--- config.mk ---
export PLATFORM = sky130hd
export DESIGN_NAME = wdog_timer
export DESIGN_NICKNAME = d
export VERILOG_FILES = /design/src/rtl/wdog_timer.sv
export SDC_FILE = /design/constraint.sdc
export NUM_CORES = 1
export LEC_CHECK = 0
export BUFFER_PORTS_ARGS = -buffer_cell sky130_fd_sc_hd__buf_2
export CORE_ASPECT_RATIO = 0.6
export CORE_UTILIZATION = 56
export DETAILED_ROUTE_END_ITERATION = 8
export PLACE_DENSITY = 0.9
export SLEW_MARGIN = 10
export SYNTH_ARGS = -nofsm -noshare
export SYNTH_HDL_FRONTEND = slang
export SYNTH_SLANG_ARGS = --single-unit
--- constraint.sdc ---
create_clock -name clk -period 3.2 [get_ports clk]
set_input_delay 0.64 -clock clk [delete_from_list [all_inputs] [get_ports clk]]
set_output_delay 0.64 -clock clk [all_outputs]
set_load 0.1 [all_outputs]
--- src/rtl/wdog_timer.sv ---
module wdog_timer #(
  parameter int         CNT_W  = 16,
  parameter logic [7:0] WR_KEY = 8'h5A,
  parameter logic [7:0] RD_KEY = 8'h69,
  parameter int         TAP0   = 15,
  parameter int         TAP1   = 13,
  parameter int         TAP2   = 9,
  parameter int         TAP3   = 6
) (
  input  logic        clk,
  input  logic        por_n,
  input  logic        wr_en,
  input  logic [15:0] wdata,
  output logic [15:0] rdata,
  input  logic        sys_tick,
  input  logic        aux_tick,
  input  logic        gie,
  input  logic        irq_ack,
  output logic        irq,
  output logic        flag,
  output logic        rst_req
);
  logic [1:0]       isel;
  logic             src, mode, ie, hold;
  logic [CNT_W-1:0] cnt;

  wire key_ok = (wdata[15:8] == WR_KEY);
  wire wr_ok  = wr_en & key_ok;
  wire wr_bad = wr_en & ~key_ok;
  wire tick   = src ? aux_tick : sys_tick;
  wire step   = tick & ~hold;

  wire [CNT_W-1:0] cnt_nx = cnt + 1'b1;
  wire [3:0] taps = {cnt_nx[TAP3], cnt_nx[TAP2], cnt_nx[TAP1], cnt_nx[TAP0]};
  wire expire = step & taps[isel];
  wire zero_cnt = wr_bad | expire | (wr_ok & wdata[3]);

  wire unused_ok = &{1'b0, wdata[6]};

  always_ff @(posedge clk or negedge por_n) begin
    if (!por_n) begin
      isel    <= '0;
      src     <= 1'b0;
      mode    <= 1'b0;
      ie      <= 1'b0;
      hold    <= 1'b0;
      flag    <= 1'b0;
      rst_req <= 1'b0;
      cnt     <= '0;
    end else begin
      rst_req <= wr_bad | (expire & ~mode);
      if (wr_ok) begin
        isel <= wdata[1:0];
        src  <= wdata[2];
        mode <= wdata[4];
        ie   <= wdata[5];
        hold <= wdata[7];
      end
      if (zero_cnt)  cnt <= '0;
      else if (step) cnt <= cnt_nx;
      if (expire)       flag <= 1'b1;
      else if (irq_ack) flag <= 1'b0;
    end
  end

  assign rdata = {RD_KEY, hold, flag, ie, mode, 1'b0, src, isel};
  assign irq   = flag & ie & gie;
endmodule

==> results of run 1 <==
stage by stage:
stage                     hold WS (ns)  util, %  cell area (sq um)  power [mW]
after global placement           0.499     62.5               1590       0.490
after CTS                        0.364     64.1               1630       0.670
final                            0.348     64.1               1630       0.671
after global routing             0.393     64.1               1630       0.692
after detailed placement         0.509     62.5               1590       0.495
after floorplan                  0.344        -               1540       0.477
worst max path at each step:
stage / endpoint / slack, ns / cells past startpoint
final: cnt[1] / 0.82 / 5
after CTS: cnt[1] / 0.83 / 5
after floorplan: irq / 0.71 / 1
after global placement: cnt[1] / 0.89 / 5
after detailed placement: cnt[1] / 0.79 / 5
after global routing: cnt[1] / 0.65 / 5
critical path, cell delays in order (launching register included):
cell and delay (ns):
dfrtp_1 0.56, nand4_4 0.20, nor4_4 0.31, xnor2_1 0.17, o311ai_4 0.73, a221oi_1 0.23
area by class of cell:
cell class | count | area share, %
repair buffers | 31 | 9.53
inverters | 2 | 0.461
flip-flops and latches | 24 | 36.9
clock buffers | 3 | 2.54
multi-input cells | 103 | 48.1
well taps | 32 | 2.46
power by group through the flow:
stage / logic, mW / clock network [mW] / registers [mW]
2_1_floorplan: 0.129 / 0 / 0.347
3_3_place_gp: 0.164 / 0 / 0.325
3_5_place_dp: 0.169 / 0 / 0.327
4_1_cts: 0.169 / 0.181 / 0.320
5_1_grt: 0.178 / 0.192 / 0.322
6_report: 0.170 / 0.180 / 0.321
routing by layer:
layer	vias to the layer above	part of all wire [%]
li1	538	-
met1	584	41
met2	60	50
met3	2	8.4
met4	0	0.30
met5	-	0
synth_stat cells, drive strengths merged, types with 2 or more instances:
cell type and number:
dfrtp 24, nand2 8, a22o 2, o21a 2, and3 4, nand3 8, buf 16, conb 2
nand4 6, inv 2, mux2 6, nor2b 2, nor4 5, nor4bb 2, a21oi 2, xor2 8
nor3 3, nor2 3, a211oi 15, xnor2 9
kinds of logic (layout without fill, tap and decap cells):
family / count (synthesis) / in the layout / synth area share (%)
DFF: 24 / 24 / 39.7
adders and majority gates: 1 / 1 / 0.827
muxes: 7 / 7 / 5.13
and+or+nand+nor: 44 / 44 / 19.1
xor gates and xnor gates: 17 / 17 / 9.84
other: 2 / 9 / 0.496
AOI/OAI and AO/OA: 25 / 25 / 14.6
buffers and inverters: 20 / 36 / 10.3
registers in the layout, summed over array words and instances, names as in the netlist:
| register | count |
|---|---|
| rst_req | 1 |
| mode | 1 |
| flag | 1 |
| cnt | 16 |
| src | 1 |
| isel | 2 |
| hold | 1 |
| ie | 1 |
==> impl_metrics.yaml, run 1 <==
outcome:
  status: "complete, no violations"
yosys:
  syn_area_per_cell_sq_um: 10.8
  yosysSeqAreaShare_pct: 39.7
  yosysTopAreaCell: "dfrtp_1"
  syn_inst: 140
  yosysTopAreaCellShare_pct: 39.7
  async_flop_share_pct: 100
  ys_top_cells_by_area: "dfrtp_1, buf_4, a211oi_1"
  synth_edf_count: 0
  yosysWarnings: 0
  ys.flop_type: "dfrtp_1"
  ys_ff_latch: 24
  yosys.cell_types.count: 40
  syn_area_sq_um: 1510
global_routing:
  antenna_found_initial: 0
  use_met1_pct: 33.0
  grtUsageMet3_pct: 6.49
  use_met2_pct: 41.6
  grt_pass1_vias: 1137
  gr-total-overflow: 0
  grt_usage_pct: 24.9
  top_usage_layer: "met2"
  grt_max_degree: 25
  grt_pass1_wl_mm: 5.60
timing:
  slew_viol_final: 0
  finalWorstSetupSlack_ns: 0.819
  finalHoldViolations: 0
  min_period_over_period_pct: 74.4
  worst_pin_slew_ns: 0.853
  min_period_ns: 2.38
  rsz0062_at_grt: "no"
  slew_headroom_pct: 43.0
  final-setup-viol-count: 0
  fmax_ghz: 0.420
  tns_ns: 0
  skew_ns: 0.00192
layout:
  final_common_cell: "buf_2"
  nets: 189
  drive_gt1_share_pct: 31.9
  fin_cells: 195
  layout.cells.most_common_list: "buf_2, dfrtp_1, a211oi_1, xnor2_1, conb_1"
  area_growth_pct: 7.61
  ff_latch_area_sq_um: 601
  antenna_cells: 0
  fill_cells: 216
  multi_input_area_sq_um: 783
cts:
  cts_tree: "yes"
  htreeDepth: 1
  cts-resized-gates: 0
  clkLatencyLatePin_ns: 0.26
  clock-root-buffer: "clkbuf_8"
  cts.sinks: 24
  cts_made_buffers: 3
  holdBufCountCts: 0
  clk_path_buf_depth: 2
  cts.clk_slew.worst_paths_ns: 0.08
  post_cts_buffers: 0
die:
  start_util_pct: 59.6
  die_x_um: 69.1
  dieHeight_um: 42.3
  core_sq_um: 2540
  ioPinCount: 42
  die_area_sq_um: 2920
  rows: 14
power_and_ir_drop:
  power.internal_mw: 0.425
  combPwrFrac_pct: 25.3
  pwr_density_cell_nw_per_um2: 412
  p_clk_share_pct: 26.9
  ir_drop_mv: 0.263
  p_leak_nw: 0.741
  p_seq_share_pct: 47.8
  p_sw_mw: 0.246
  switching_share_pct: 36.7
detailed_routing:
  drt-initial-drc-count: 109
  drcViolationCount: 0
  drt_pass1_iterations: 4
  vias: 1184
  wl_mm: 3.37
  ant_nets: 0
  wl_per_cell_um: 17.3
  viasPerCell: 6.07
job:
  max-cap-violations: 0
placed_design:
  gp_congestion: 0.883
  port_buffers: 31
  dp_hpwl_mm: 2.42
  dp_slack_ns: 0.794
  dp_cells: 192
setup_path:
  startpoint_type: "flip-flop"
  crit_start: "cnt[6]"
  critPathRequiredTime_ns: 3.30
  crit_fanout: 18
  critPathArrivalTime_ns: 2.48
  rr_startpoint: "cnt[6]"
  criticalPathCategory: "flip-flop to flip-flop"
  cp-end-kind: "flip-flop"
  rr_worst_depth: 5
  r2r_end: "cnt[1]"
  reg2reg_setup_slack_ns: 0.82
worst_hold_path:
  hp-class: "primary input to async pin"
(Power assumes the default switching activity.)
==> inputs of run 2 (changes only) <==
--- a/config.mk
+++ b/config.mk
@@ -5,11 +5,12 @@
 export SDC_FILE = /design/constraint.sdc
 export NUM_CORES = 1
 export LEC_CHECK = 0
+export ABC_AREA = 1
 export BUFFER_PORTS_ARGS = -buffer_cell sky130_fd_sc_hd__buf_2
 export CORE_ASPECT_RATIO = 0.6
-export CORE_UTILIZATION = 56
+export CORE_UTILIZATION = 47
 export DETAILED_ROUTE_END_ITERATION = 8
-export PLACE_DENSITY = 0.9
+export PLACE_DENSITY = 0.8
 export SLEW_MARGIN = 10
 export SYNTH_ARGS = -nofsm -noshare
 export SYNTH_HDL_FRONTEND = slang
==> constraint.sdc (replaced) <==
create_clock -name clk -period 2.1 [get_ports clk]
set_input_delay 0.42 -clock clk [delete_from_list [all_inputs] [get_ports clk]]
set_output_delay 0.42 -clock clk [all_outputs]
set_load 0.1 [all_outputs]
==> run 2 against run 1 <==
Register-to-register slack got worse by 0.56 ns; fmax rose by 29%; sequential cell count is the same; sequential power up 48%; synthesized area increased by 3.8%; clock skew grew 0.00098 ns; wire length decreased by 11%; synthesized cell count increased by 39%; final area increased by 7.8%; largest cell class unchanged; global-route usage decreased by 6.9 points.
==> impl_metrics.yaml, run 2 <==
placed_design:
  dp_hpwl_mm: 2.36
  gp_congestion: 0.878
  postPlaceCellArea_sq_um: 1700
  port_buffers: 31
layout:
  largest_reg_flops: 16
  antenna_cells: 0
  layout.cells.most_common_list: "nand2_1, buf_2, inv_1, dfrtp_1, nor2_1"
  final_common_cell: "nand2_1"
  design_area_sq_um: 1750
  area_growth_pct: 11.7
  drive_gt1_share_pct: 29.1
  regMostFlops: "cnt"
  finalCoreUtilization_pct: 58.1
  largest_registers: "cnt: 16 flops, isel: 2 flops"
  nets: 248
die:
  start_util_pct: 52.0
  die_x_um: 76.6
  dieHeight_um: 46.8
  die_area_sq_um: 3580
  ioPinCount: 42
  rows: 15
  core_sq_um: 3020
global_routing:
  antenna_found_initial: 0
  gr-total-overflow: 0
  grt_usage_pct: 18.0
  grt_pass1_wl_mm: 4.85
  grt_pass1_vias: 1033
  grt_max_degree: 25
cts:
  clock-root-buffer: "clkbuf_8"
  clkLatencyLatePin_ns: 0.27
  cts-resized-gates: 0
  holdBufCountCts: 0
  post_cts_buffers: 0
  cts.clk_slew.worst_paths_ns: 0.08
  cts.sinks: 24
  clk_path_buf_depth: 2
  cts_made_buffers: 3
  cts_tree: "yes"
  htreeDepth: 1
setup_path:
  critPathArrivalTime_ns: 1.99
  rr_worst_depth: 11
  critPathRequiredTime_ns: 2.25
  cp-end-kind: "flip-flop"
  crit_fanout: 16
  startpoint_type: "flip-flop"
  criticalPathCategory: "flip-flop to flip-flop"
power_and_ir_drop:
  p_leak_nw: 0.823
  pwr_density_cell_nw_per_um2: 561
  ir_drop_mv: 0.277
  total_power_mw: 0.984
yosys:
  yosysSeqAreaShare_pct: 38.2
  syn_area_per_cell_sq_um: 8.05
  synth_common_cells: "nand2_1, dfrtp_1, inv_1"
  async_flop_share_pct: 100
  ys.flop_type: "dfrtp_1"
  yosysTopAreaCell: "dfrtp_1"
  yosysWarnings: 0
  syn_area_sq_um: 1570
  yosysTopAreaCellShare_pct: 38.2
  ys_top_cells_by_area: "dfrtp_1, nand2_1, nor2_4"
  ys_ff_latch: 24
  synth_edf_count: 0
  synth_most_common_cell: "nand2_1"
  yosys.cell_types.count: 27
  syn_inst: 195
timing:
  slew_viol_final: 0
  min_period_ns: 1.84
  slew_headroom_pct: 64.0
  min_period_over_period_pct: 87.9
  fmax_ghz: 0.542
  skew_ns: 0.00290
  finalHoldViolations: 0
  final-setup-viol-count: 0
  tns_ns: 0
  worst_pin_slew_ns: 0.539
  rsz0062_at_grt: "no"
detailed_routing:
  wl_mm: 3.01
  drcViolationCount: 0
  viasPerCell: 4.68
  drt-initial-drc-count: 63
  vias: 1239
  drt_pass1_iterations: 4
  ant_nets: 0
  wl_per_cell_um: 11.3
job:
  max-cap-violations: 0
worst_hold_path:
  hp-class: "primary input to async pin"
outcome:
  status: "complete, no violations"
-- run 2: path summary, 6_finish.rpt --
| path | startpoint | end | slack (ns) |
|---|---|---|---|
| worst max-delay path | cnt[0] | cnt[6] | 0.26 |
| worst min-delay path | por_n | cnt[5] | 0.12 |
| worst max register to register | cnt[0] | cnt[6] | 0.26 |
| worst min register to register | ie | ie | 0.51 |
| max in group asynchronous | por_n | cnt[13] | 1.62 |
| min in group clk | irq_ack | flag | 0.32 |
-- run 2: power by group --
group          total [mW]  switching (mW)  internal (mW)  leakage (nW)
combinational       0.192           0.163         0.0281         0.476
sequential          0.474         0.00516          0.469         0.318
clock               0.319           0.151          0.168        0.0288
-- run 2: cells by family after synthesis --
| family | after synthesis | share of synthesized area [%] |
|---|---|---|
| compound gates | 12 | 4.38 |
| xor+xnor | 10 | 5.58 |
| fa+ha+maj | 1 | 0.797 |
| buf+inv | 42 | 14.6 |
| flops | 24 | 38.2 |
| other cells | 2 | 0.478 |
| simple gates | 104 | 35.9 |
-- run 2: worst max-delay path, stage by stage, from the launching register on --
cell and delay, ns:
dfrtp_1 0.42, ha_1 0.24, nand2_1 0.10, nor2_2 0.06, nand2_2 0.10, nand4_1 0.10, nand2_1 0.08, clkinv_1 0.08
nand2_2 0.09, nand2_4 0.06, nand2_4 0.30, nor2_1 0.08
-- run 2: layout make-up --
cell class / count / area [sq um]
sequential: 24 / 601
multi-input combinational: 136 / 774
inverter: 25 / 93.8
clock buffer: 4 / 55.1
fill: 300 / 1270
timing repair buffer: 34 / 178
tap: 42 / 52.6
-- run 2: stage by stage --
stage	worst slack, ns	instances	hold slack [ns]
floorplan	0.0237	202	0.124
global placement	0.273	261	0.426
detailed placement	0.247	261	0.432
CTS	0.248	265	0.137
global route	0.110	265	0.169
finish	0.255	265	0.121
-- run 2: layer usage --
metal / wire length (um) / part of all wire (%) / GRT usage, %
met1: 1600 / 53 / 28.1
met2: 1200 / 40 / 24.3
met3: 177 / 5.9 / 4.66
met4: 21 / 0.70 / 4.62
met5: 0 / 0 / 0
